**src/rtl/lock_pkg.sv**
```systemverilog
package lock_pkg;

    typedef enum logic [2:0] {
        ST_IDLE  = 3'd0,
        ST_CHECK = 3'd1,
        ST_GRANT = 3'd2,
        ST_DENY  = 3'd3,
        ST_LOCK  = 3'd4
    } lock_state_e;

endpackage

```
**src/rtl/lock_debounce.sv**
```systemverilog
module lock_debounce #(
    parameter int STABLE_CYC = 16
) (
    input  logic clk,
    input  logic rst,
    input  logic raw_in,
    output logic press
);
    localparam int CW = (STABLE_CYC < 2) ? 1 : $clog2(STABLE_CYC);
    localparam logic [CW-1:0] LAST = CW'(STABLE_CYC - 1);

    typedef struct packed {
        logic          s1;
        logic          s2;
        logic          lvl;
        logic [CW-1:0] cnt;
        logic          pulse;
    } deb_t;

    deb_t deb_d, deb_q;

    always_comb begin
        deb_d       = deb_q;
        deb_d.s1    = raw_in;
        deb_d.s2    = deb_q.s1;
        deb_d.pulse = 1'b0;
        deb_d.cnt   = '0;
        if (deb_q.s2 != deb_q.lvl) begin
            if (deb_q.cnt == LAST) begin
                deb_d.lvl   = deb_q.s2;
                deb_d.pulse = deb_q.s2;
            end else begin
                deb_d.cnt = deb_q.cnt + 1'b1;
            end
        end
    end

    always_ff @(posedge clk) begin
        if (rst) deb_q <= '0;
        else     deb_q <= deb_d;
    end

    assign press = deb_q.pulse;
endmodule

```
**src/rtl/lock_match.sv**
```systemverilog
module lock_match #(
    parameter int                CODE_W = 4,
    parameter logic [CODE_W-1:0] SECRET = 4'b1011
) (
    input  logic [CODE_W-1:0] code,
    output logic              hit
);
    logic [CODE_W-1:0] bit_eq;
    logic [CODE_W:0]   chain;

    assign chain[0] = 1'b1;

    genvar i;
    generate
        for (i = 0; i < CODE_W; i++) begin : g_bit
            assign bit_eq[i]  = ~(code[i] ^ SECRET[i]);
            assign chain[i+1] = chain[i] & bit_eq[i];
        end
    endgenerate

    assign hit = chain[CODE_W];
endmodule

```
**src/rtl/lock_blinker.sv**
```systemverilog
module lock_blinker #(
    parameter int HALF = 8
) (
    input  logic clk,
    input  logic rst,
    output logic phase
);
    localparam int BW = (HALF < 2) ? 1 : $clog2(HALF);
    localparam logic [BW-1:0] WRAP = BW'(HALF - 1);

    typedef struct packed {
        logic [BW-1:0] div;
        logic          ph;
    } blk_t;

    blk_t blk_d, blk_q;

    always_comb begin
        blk_d = blk_q;
        if (blk_q.div == WRAP) begin
            blk_d.div = '0;
            blk_d.ph  = ~blk_q.ph;
        end else begin
            blk_d.div = blk_q.div + 1'b1;
        end
    end

    always_ff @(posedge clk) begin
        if (rst) blk_q <= '0;
        else     blk_q <= blk_d;
    end

    assign phase = blk_q.ph;
endmodule

```
**src/rtl/lock_ctrl.sv**
```systemverilog
module lock_ctrl
    import lock_pkg::*;
#(
    parameter int CODE_W    = 4,
    parameter int HOLD_CYC  = 8,
    parameter int MAX_FAILS = 3
) (
    input  logic              clk,
    input  logic              rst,
    input  logic              press,
    input  logic [CODE_W-1:0] code_sw,
    input  logic              hit,
    input  logic              blink,
    output logic [CODE_W-1:0] held_code,
    output lock_state_e       state,
    output logic              grant_led,
    output logic              deny_led,
    output logic              lockout
);
    localparam int HW = (HOLD_CYC < 2) ? 1 : $clog2(HOLD_CYC);
    localparam int FW = $clog2(MAX_FAILS + 1);
    localparam logic [HW-1:0] HOLD_LAST = HW'(HOLD_CYC - 1);
    localparam logic [FW-1:0] FAIL_LAST = FW'(MAX_FAILS - 1);

    typedef struct packed {
        lock_state_e       st;
        logic [CODE_W-1:0] code;
        logic [FW-1:0]     fails;
        logic [HW-1:0]     hold;
    } ctl_t;

    ctl_t ctl_d, ctl_q;

    always_comb begin
        ctl_d = ctl_q;
        unique case (ctl_q.st)
            ST_IDLE: begin
                if (press) begin
                    ctl_d.code = code_sw;
                    ctl_d.st   = ST_CHECK;
                end
            end
            ST_CHECK: begin
                ctl_d.hold = '0;
                if (hit) begin
                    ctl_d.fails = '0;
                    ctl_d.st    = ST_GRANT;
                end else if (ctl_q.fails == FAIL_LAST) begin
                    ctl_d.fails = ctl_q.fails + 1'b1;
                    ctl_d.st    = ST_LOCK;
                end else begin
                    ctl_d.fails = ctl_q.fails + 1'b1;
                    ctl_d.st    = ST_DENY;
                end
            end
            ST_GRANT, ST_DENY: begin
                if (ctl_q.hold == HOLD_LAST) begin
                    ctl_d.hold = '0;
                    ctl_d.st   = ST_IDLE;
                end else begin
                    ctl_d.hold = ctl_q.hold + 1'b1;
                end
            end
            ST_LOCK: ctl_d.st = ST_LOCK;
            default: ctl_d.st = ST_IDLE;
        endcase
    end

    always_ff @(posedge clk) begin
        if (rst) begin
            ctl_q.st    <= ST_IDLE;
            ctl_q.code  <= '0;
            ctl_q.fails <= '0;
            ctl_q.hold  <= '0;
        end else begin
            ctl_q <= ctl_d;
        end
    end

    assign held_code = ctl_q.code;
    assign state     = ctl_q.st;
    assign grant_led = (ctl_q.st == ST_GRANT);
    assign lockout   = (ctl_q.st == ST_LOCK);
    assign deny_led  = (ctl_q.st == ST_DENY) | ((ctl_q.st == ST_LOCK) & blink);
endmodule

```
**src/rtl/pass_lock.sv**
```systemverilog
module pass_lock
    import lock_pkg::*;
#(
    parameter int                CODE_W       = 4,
    parameter logic [CODE_W-1:0] SECRET       = 4'b1011,
    parameter int                DEBOUNCE_CYC = 100000,
    parameter int                HOLD_CYC     = 25000000,
    parameter int                BLINK_HALF   = 6250000,
    parameter int                MAX_FAILS    = 3
) (
    input  logic              clk,
    input  logic              rst,
    input  logic [CODE_W-1:0] code_sw,
    input  logic              enter_btn,
    output logic              grant_led,
    output logic              deny_led,
    output logic              lockout
);
    logic              press;
    logic              hit;
    logic              blink;
    logic [CODE_W-1:0] held_code;
    lock_state_e       state;

    lock_debounce #(.STABLE_CYC(DEBOUNCE_CYC)) u_deb (
        .clk    (clk),
        .rst    (rst),
        .raw_in (enter_btn),
        .press  (press)
    );

    lock_match #(.CODE_W(CODE_W), .SECRET(SECRET)) u_match (
        .code (held_code),
        .hit  (hit)
    );

    lock_blinker #(.HALF(BLINK_HALF)) u_blink (
        .clk   (clk),
        .rst   (rst),
        .phase (blink)
    );

    lock_ctrl #(
        .CODE_W    (CODE_W),
        .HOLD_CYC  (HOLD_CYC),
        .MAX_FAILS (MAX_FAILS)
    ) u_ctrl (
        .clk       (clk),
        .rst       (rst),
        .press     (press),
        .code_sw   (code_sw),
        .hit       (hit),
        .blink     (blink),
        .held_code (held_code),
        .state     (state),
        .grant_led (grant_led),
        .deny_led  (deny_led),
        .lockout   (lockout)
    );
endmodule

```
**config.mk**
```make
export PLATFORM = sky130hd
export DESIGN_NAME = pass_lock
export DESIGN_NICKNAME = d
export VERILOG_FILES = /design/src/rtl/lock_pkg.sv /design/src/rtl/lock_debounce.sv /design/src/rtl/lock_match.sv /design/src/rtl/lock_blinker.sv /design/src/rtl/lock_ctrl.sv /design/src/rtl/pass_lock.sv
export SDC_FILE = /design/constraint.sdc
export NUM_CORES = 1
export LEC_CHECK = 0
export BUFFER_PORTS_ARGS = -buffer_cell sky130_fd_sc_hd__buf_2
export CAP_MARGIN = 10
export CELL_PAD_IN_SITES_DETAIL_PLACEMENT = 0
export CELL_PAD_IN_SITES_GLOBAL_PLACEMENT = 1
export CORE_MARGIN = 2
export CORE_UTILIZATION = 45
export CTS_CLUSTER_SIZE = 40
export DETAILED_ROUTE_END_ITERATION = 7
export PLACE_DENSITY_LB_ADDON = 0.1
export REMOVE_ABC_BUFFERS = 1
export SLEW_MARGIN = 20
export SYNTH_ARGS = -nofsm -noshare
export SYNTH_HDL_FRONTEND = slang
export SYNTH_SLANG_ARGS = --single-unit
export TNS_END_PERCENT = 100
```
**constraint.sdc**
```tcl
create_clock -name clk -period 3.9 [get_ports clk]
set_input_delay 0.585 -clock clk [delete_from_list [all_inputs] [get_ports clk]]
set_output_delay 0.585 -clock clk [all_outputs]
set_load 0.005 [all_outputs]
```
### After elaboration in Yosys (flattened, before gate mapping)

Index checks and enable logic that the tools add are counted.

| word-level totals | value |
|---|---|
| flip-flop bits (word level) | 79 |
| latch bits | 0 |
| RAM bits | 0 |
| bits in read-only memories | 0 |
| bits of input ports | 7 |
| logic and storage cells | 52 |
| memories kept | 0 |

| cells by class | value |
|---|---|
| add/sub/neg operators | 4 |
| $mul | 0 |
| div/mod/pow operators | 0 |
| $lt $le $gt $ge | 0 |
| equal/unequal tests | 11 |
| shift operators | 0 |
| mux-type cells | 8 |
| bitwise operators | 9 |
| reduce and logical (&&, ||, !) cells | 9 |

Operators by type and width:

| kind | count |
|---|---|
| $pmux 25 s2 | 1 |
| $add 25x1->25 const B | 1 |
| $eq 25x25->1 const B | 1 |
| $mux 25 | 1 |
| $add 23x1->23 const B | 1 |
| $eq 23x23->1 const B | 1 |
| $add 17x1->17 const B | 1 |
| $eq 17x17->1 const B | 1 |
| $pmux 3 s4 | 1 |
| $mux 3 | 3 |
| $mux 7 | 1 |
| $eq 3x2->1 const B | 2 |
| $reduce_and 2->1 | 3 |
| $reduce_or 3->1 | 2 |
| $and 1x1->1 | 4 |
| $not 1->1 | 4 |
| $reduce_or 2->1 | 2 |
| $eq 3x1->1 const B | 1 |
| $eq 3x3->1 const B | 1 |
| $logic_not 3->1 | 1 |
| $add 2x1->2 const B | 1 |
| $eq 2x2->1 const B | 1 |
| $mux 2 | 1 |
| $ne 2x1->1 const B | 1 |
| other kinds (4) | 4 |

### Depth between registers and ports, before layout

| depth | value |
|---|---|
| depth after elaboration | 5 |
| mapped depth | 8 |
| depth with buffers taken out | 6 |

### By module

A second synthesis with hierarchy kept.

| second synthesis, totals | value |
|---|---|
| cell total of the unflattened synthesis | 447 |
| area, all modules | 3,829.9 µm² |

By module, submodules not included:

| module | times used | cells an instance | area each (µm²) | seq. area each (µm²) |
|---|---|---|---|---|
| lock_ctrl | 1 | 221 | 1,789.2 | 680.7 |
| lock_blinker | 1 | 124 | 1,089.8 | 480.5 |
| lock_debounce | 1 | 101 | 940.9 | 420.4 |
| lock_match | 1 | 1 | 10.0 | 0.0 |

### Least setup slack after synthesis

No wires, ideal clock.

| timing | value |
|---|---|
| path kind | register to register |
| start | register u_ctrl.ctl_q[10] in the netlist's numbering |
| end | register u_ctrl.ctl_q[20] in the netlist's numbering |
| library setup time | 0.122 ns |
| arrival time | 1.769 ns |
| data required time | 3.778 ns |
| slack | 2.009 ns |
| stages on the path, launching flop included | 8 |
| buffers on the path | 2 |
| path through | dfxtp_1 -> clkbuf_2 -> or4bb_1 -> nor4_4 -> a211oi_1 -> buf_6 -> and3_1 -> a221o_1 |

| on the way | value |
|---|---|
| word-level cells in the longest chain between the ends | 3 |
| elaborated cells between the ends (all ways) | 4 |

Ends and longest elaborated chain:

| item | RTL line | RTL |
|---|---|---|
| from (decl) | lock_ctrl.sv:32 | `ctl_t ctl_d, ctl_q;` |
| from (signal assigned) | lock_ctrl.sv:76 | `ctl_q <= ctl_d;` |
| $add 25x1->25 or $eq 25x25->1 (tied branches) | lock_ctrl.sv:61, lock_ctrl.sv:57 |  |
| $mux 25 (*) | lock_ctrl.sv:57 | `if (ctl_q.hold == HOLD_LAST) begin` |
| $pmux 25 s2 (*) | lock_ctrl.sv:36 | `unique case (ctl_q.st)` |

Every way passes the cells marked *; elsewhere a longest branch is shown, timed or not.
A chain may end at the register's enable or synchronous reset.

### Worst setup path in the final report

Ends and elaborated chain as after synthesis.

==> reports/results.tsv <==
metric	value	unit
Post-synth EDFFs	0	
setup violators final	0	
CP Cell Sequence	nand3_1, nor4_1, nand4_1, and3_1, a221o_1	
drt total wl	6.658	mm
ANT nets after route	0	
die area	8757	µm²
CTS Root Cell	clkbuf_8	
DRT iter0 DRCs	90	
slowest stage cell, crit path	nor4_1	
RSZ-0062 raised after global routing	no	
Main synth FF type	dfxtp_1	
Slew @ Worst Pin	0.8164	ns
Cell Area, Synth	3611	µm²
PwrDens	375.8	nW/µm²
CTS H-tree depth	3	
IO Pins	10	
clock-pin slew on the worst setup and hold paths	0.08	ns
Post-DP HPWL	4.626	mm
global-route wire length before repair	11.85	mm
hold buffers post-CTS	0	
Period minus WS final	2.223	ns
vias in the first global route	2685	
Remaining Overflow, GRT	0	
Syn Area/Cell	8.496	µm²
WL/cell	12.40	µm
Final Cycle Share	56.99	%
critical-path maximum fanout	8	
layout cells sized above 1	6.897	%
Die H	93.58	µm
Worst Slack Setup Final	1.677	ns
Data required, critical path	4.13	ns
max_slew headroom	45.46	%
cts repair resizes	0	
Initial Utilization	46.49	%
CTS Buffer Depth	2	
CTS tree	built	
Setup Buffers After CTS	0	
Vias/cell	5.264	
slowest stage delay, CP	0.73	ns
outcome	finished, final reports clean	
Setup Total Neg Slack	0	ns
GRT Overall Usage	16.46	%
Row Count	32	
worst slack at placement	1.687	ns
via count	2827	
placer congestion estimate	0.7652	
drt pass-1 iters	4	
ys async rst share	0	%
Area growth syn-to-layout	8.524	%
cells after synthesis	425	
Layout Skew	0.01034	ns
Worst-Skew Late Latency	0.34	ns
CP Launch Type	flip-flop	
Finished Core Util	50.45	%
Slew Limit Fails	0	
dpl cells	522	
Synth cell types	42	
Worst EP arrival	2.45	ns
Ant. Diodes	0	
most frequent cells in the layout	79 x nor2_1, 79 x dfxtp_1, 31 x nand3_1, 23 x nand2_1	
antenna violations before repair	0	
worst vdd ir	0.0001910	V
DR DRC count	0	
total CTS buffers	9	
critical path class	flip-flop to flip-flop	
max-cap violation count	0	
final hold viol count	0	
total power	1.473	mW
Non-Filler Instances	537	
critical path endpoint category	flip-flop	
die width	93.58	µm
Max Freq	449.9	MHz
Pleak	1.335	nW
Yosys warnings	0	
Seq/Total Area, Yosys	43.80	%
fin nets	442	
Hold Path Class	flip-flop to flip-flop	
Core ar.	7767	µm²
CTS sink cnt	79	
Port Buffers	9	
pin count of the biggest net entering global routing	25	
#FFs+latches synth	79	
==> kinds of logic (layout without fill, tap and decap cells) <==
family | count (synthesis) | after routing | share of synthesized area (%)
AOI/OAI and AO/OA | 40 | 40 | 7.173
muxes | 8 | 8 | 2.218
adders and majority gates | 4 | 4 | 1.386
xor gates and xnor gates | 44 | 44 | 10.67
and+or+nand+nor | 222 | 222 | 31.46
DFF | 79 | 79 | 43.80
buffers and inverters | 28 | 38 | 3.292
==> worst max-delay path: cells and delay by family (launching register included) <==
kind            cells  cell delay (ns)
compound gates      1             0.25
flops               1             0.48
simple gates        4             1.38
==> stage by stage <==
| stage | instance area [µm²] | hold WS [ns] |
|---|---|---|
| 6_report | 3919 | 0.4554 |
| 4_1_cts | 3919 | 0.4447 |
| 5_1_grt | 3919 | 0.4715 |
| 2_1_floorplan | 3537 | 0.4138 |
| 3_3_place_gp | 3730 | 0.4261 |
| 3_5_place_dp | 3730 | 0.4361 |
==> flip-flops by register name, summed over array words and instances, names as in the netlist <==
signal and flops:
u_ctrl.state 3, u_deb.press 1, u_deb.deb_q 19, u_ctrl.held_code 4
u_ctrl.ctl_q 27, u_deb.deb_d 1, u_blink.blk_q 23, u_blink.phase 1
==> synth_stat cells, drive strengths merged, types with 2 or more instances <==
cell / count / area (µm²)
dfxtp: 79 / 1582
nor2: 79 / 296.5
nand3: 31 / 155.2
nand2: 23 / 86.33
xnor2: 22 / 192.7
xor2: 22 / 192.7
nand4: 16 / 100.1
a21oi: 15 / 75.07
nor3: 14 / 75.07
and3: 13 / 81.33
inv: 12 / 45.04
clkbuf: 11 / 42.54
nor4: 9 / 71.32
a31oi: 8 / 50.05
mux2i: 8 / 80.08
nand2b: 8 / 50.05
or3: 6 / 37.54
buf: 5 / 31.28
a221o: 4 / 40.04
and2: 4 / 25.02
ha: 4 / 50.05
nor2b: 4 / 25.02
o21ai: 4 / 20.02
a22o: 3 / 26.28
and4: 3 / 26.28
a41oi: 2 / 17.52
nand4b: 2 / 17.52
nor3b: 2 / 15.01
nor4b: 2 / 17.52
or4bb: 2 / 22.52
==> worst paths after layout <==
path	from	to	slack [ns]	cells after the start
setup / recovery	u_ctrl.ctl_q[10]	u_ctrl.ctl_q[20]	1.68	5
hold / removal	u_deb.deb_d[19]	u_deb.deb_q[19]	0.46	1
setup reg to reg	u_ctrl.ctl_q[10]	u_ctrl.ctl_q[20]	1.68	5
hold reg to reg	u_deb.deb_d[19]	u_deb.deb_q[19]	0.46	1
==> power by group <==
group          internal (mW)  total [mW]  leakage, nW  switching [mW]
Clock                  0.311       0.591       0.0964           0.280
Sequential             0.814       0.823        0.637         0.00869
Combinational         0.0190      0.0588        0.601          0.0398
==> final cells by class <==
class                      count  area [µm²]
multi-input combinational    318        1916
timing repair buffer          11       60.06
tap                          102       127.6
fill                         795        3849
clock buffer                  12       145.1
sequential                    79        1582
inverter                      12       45.04
clock inverter                 3       43.79
==> layer usage <==
metal | global-route usage (%) | vias to the layer above | share of wire [%]
li1 | - | 1492 | -
met1 | 22.64 | 1285 | 51
met2 | 25.48 | 39 | 43
met3 | 2.981 | 11 | 3.5
met4 | 6.763 | 0 | 2.0
met5 | 0 | - | 0
No activity file was read; power rests on OpenSTA's default activity.
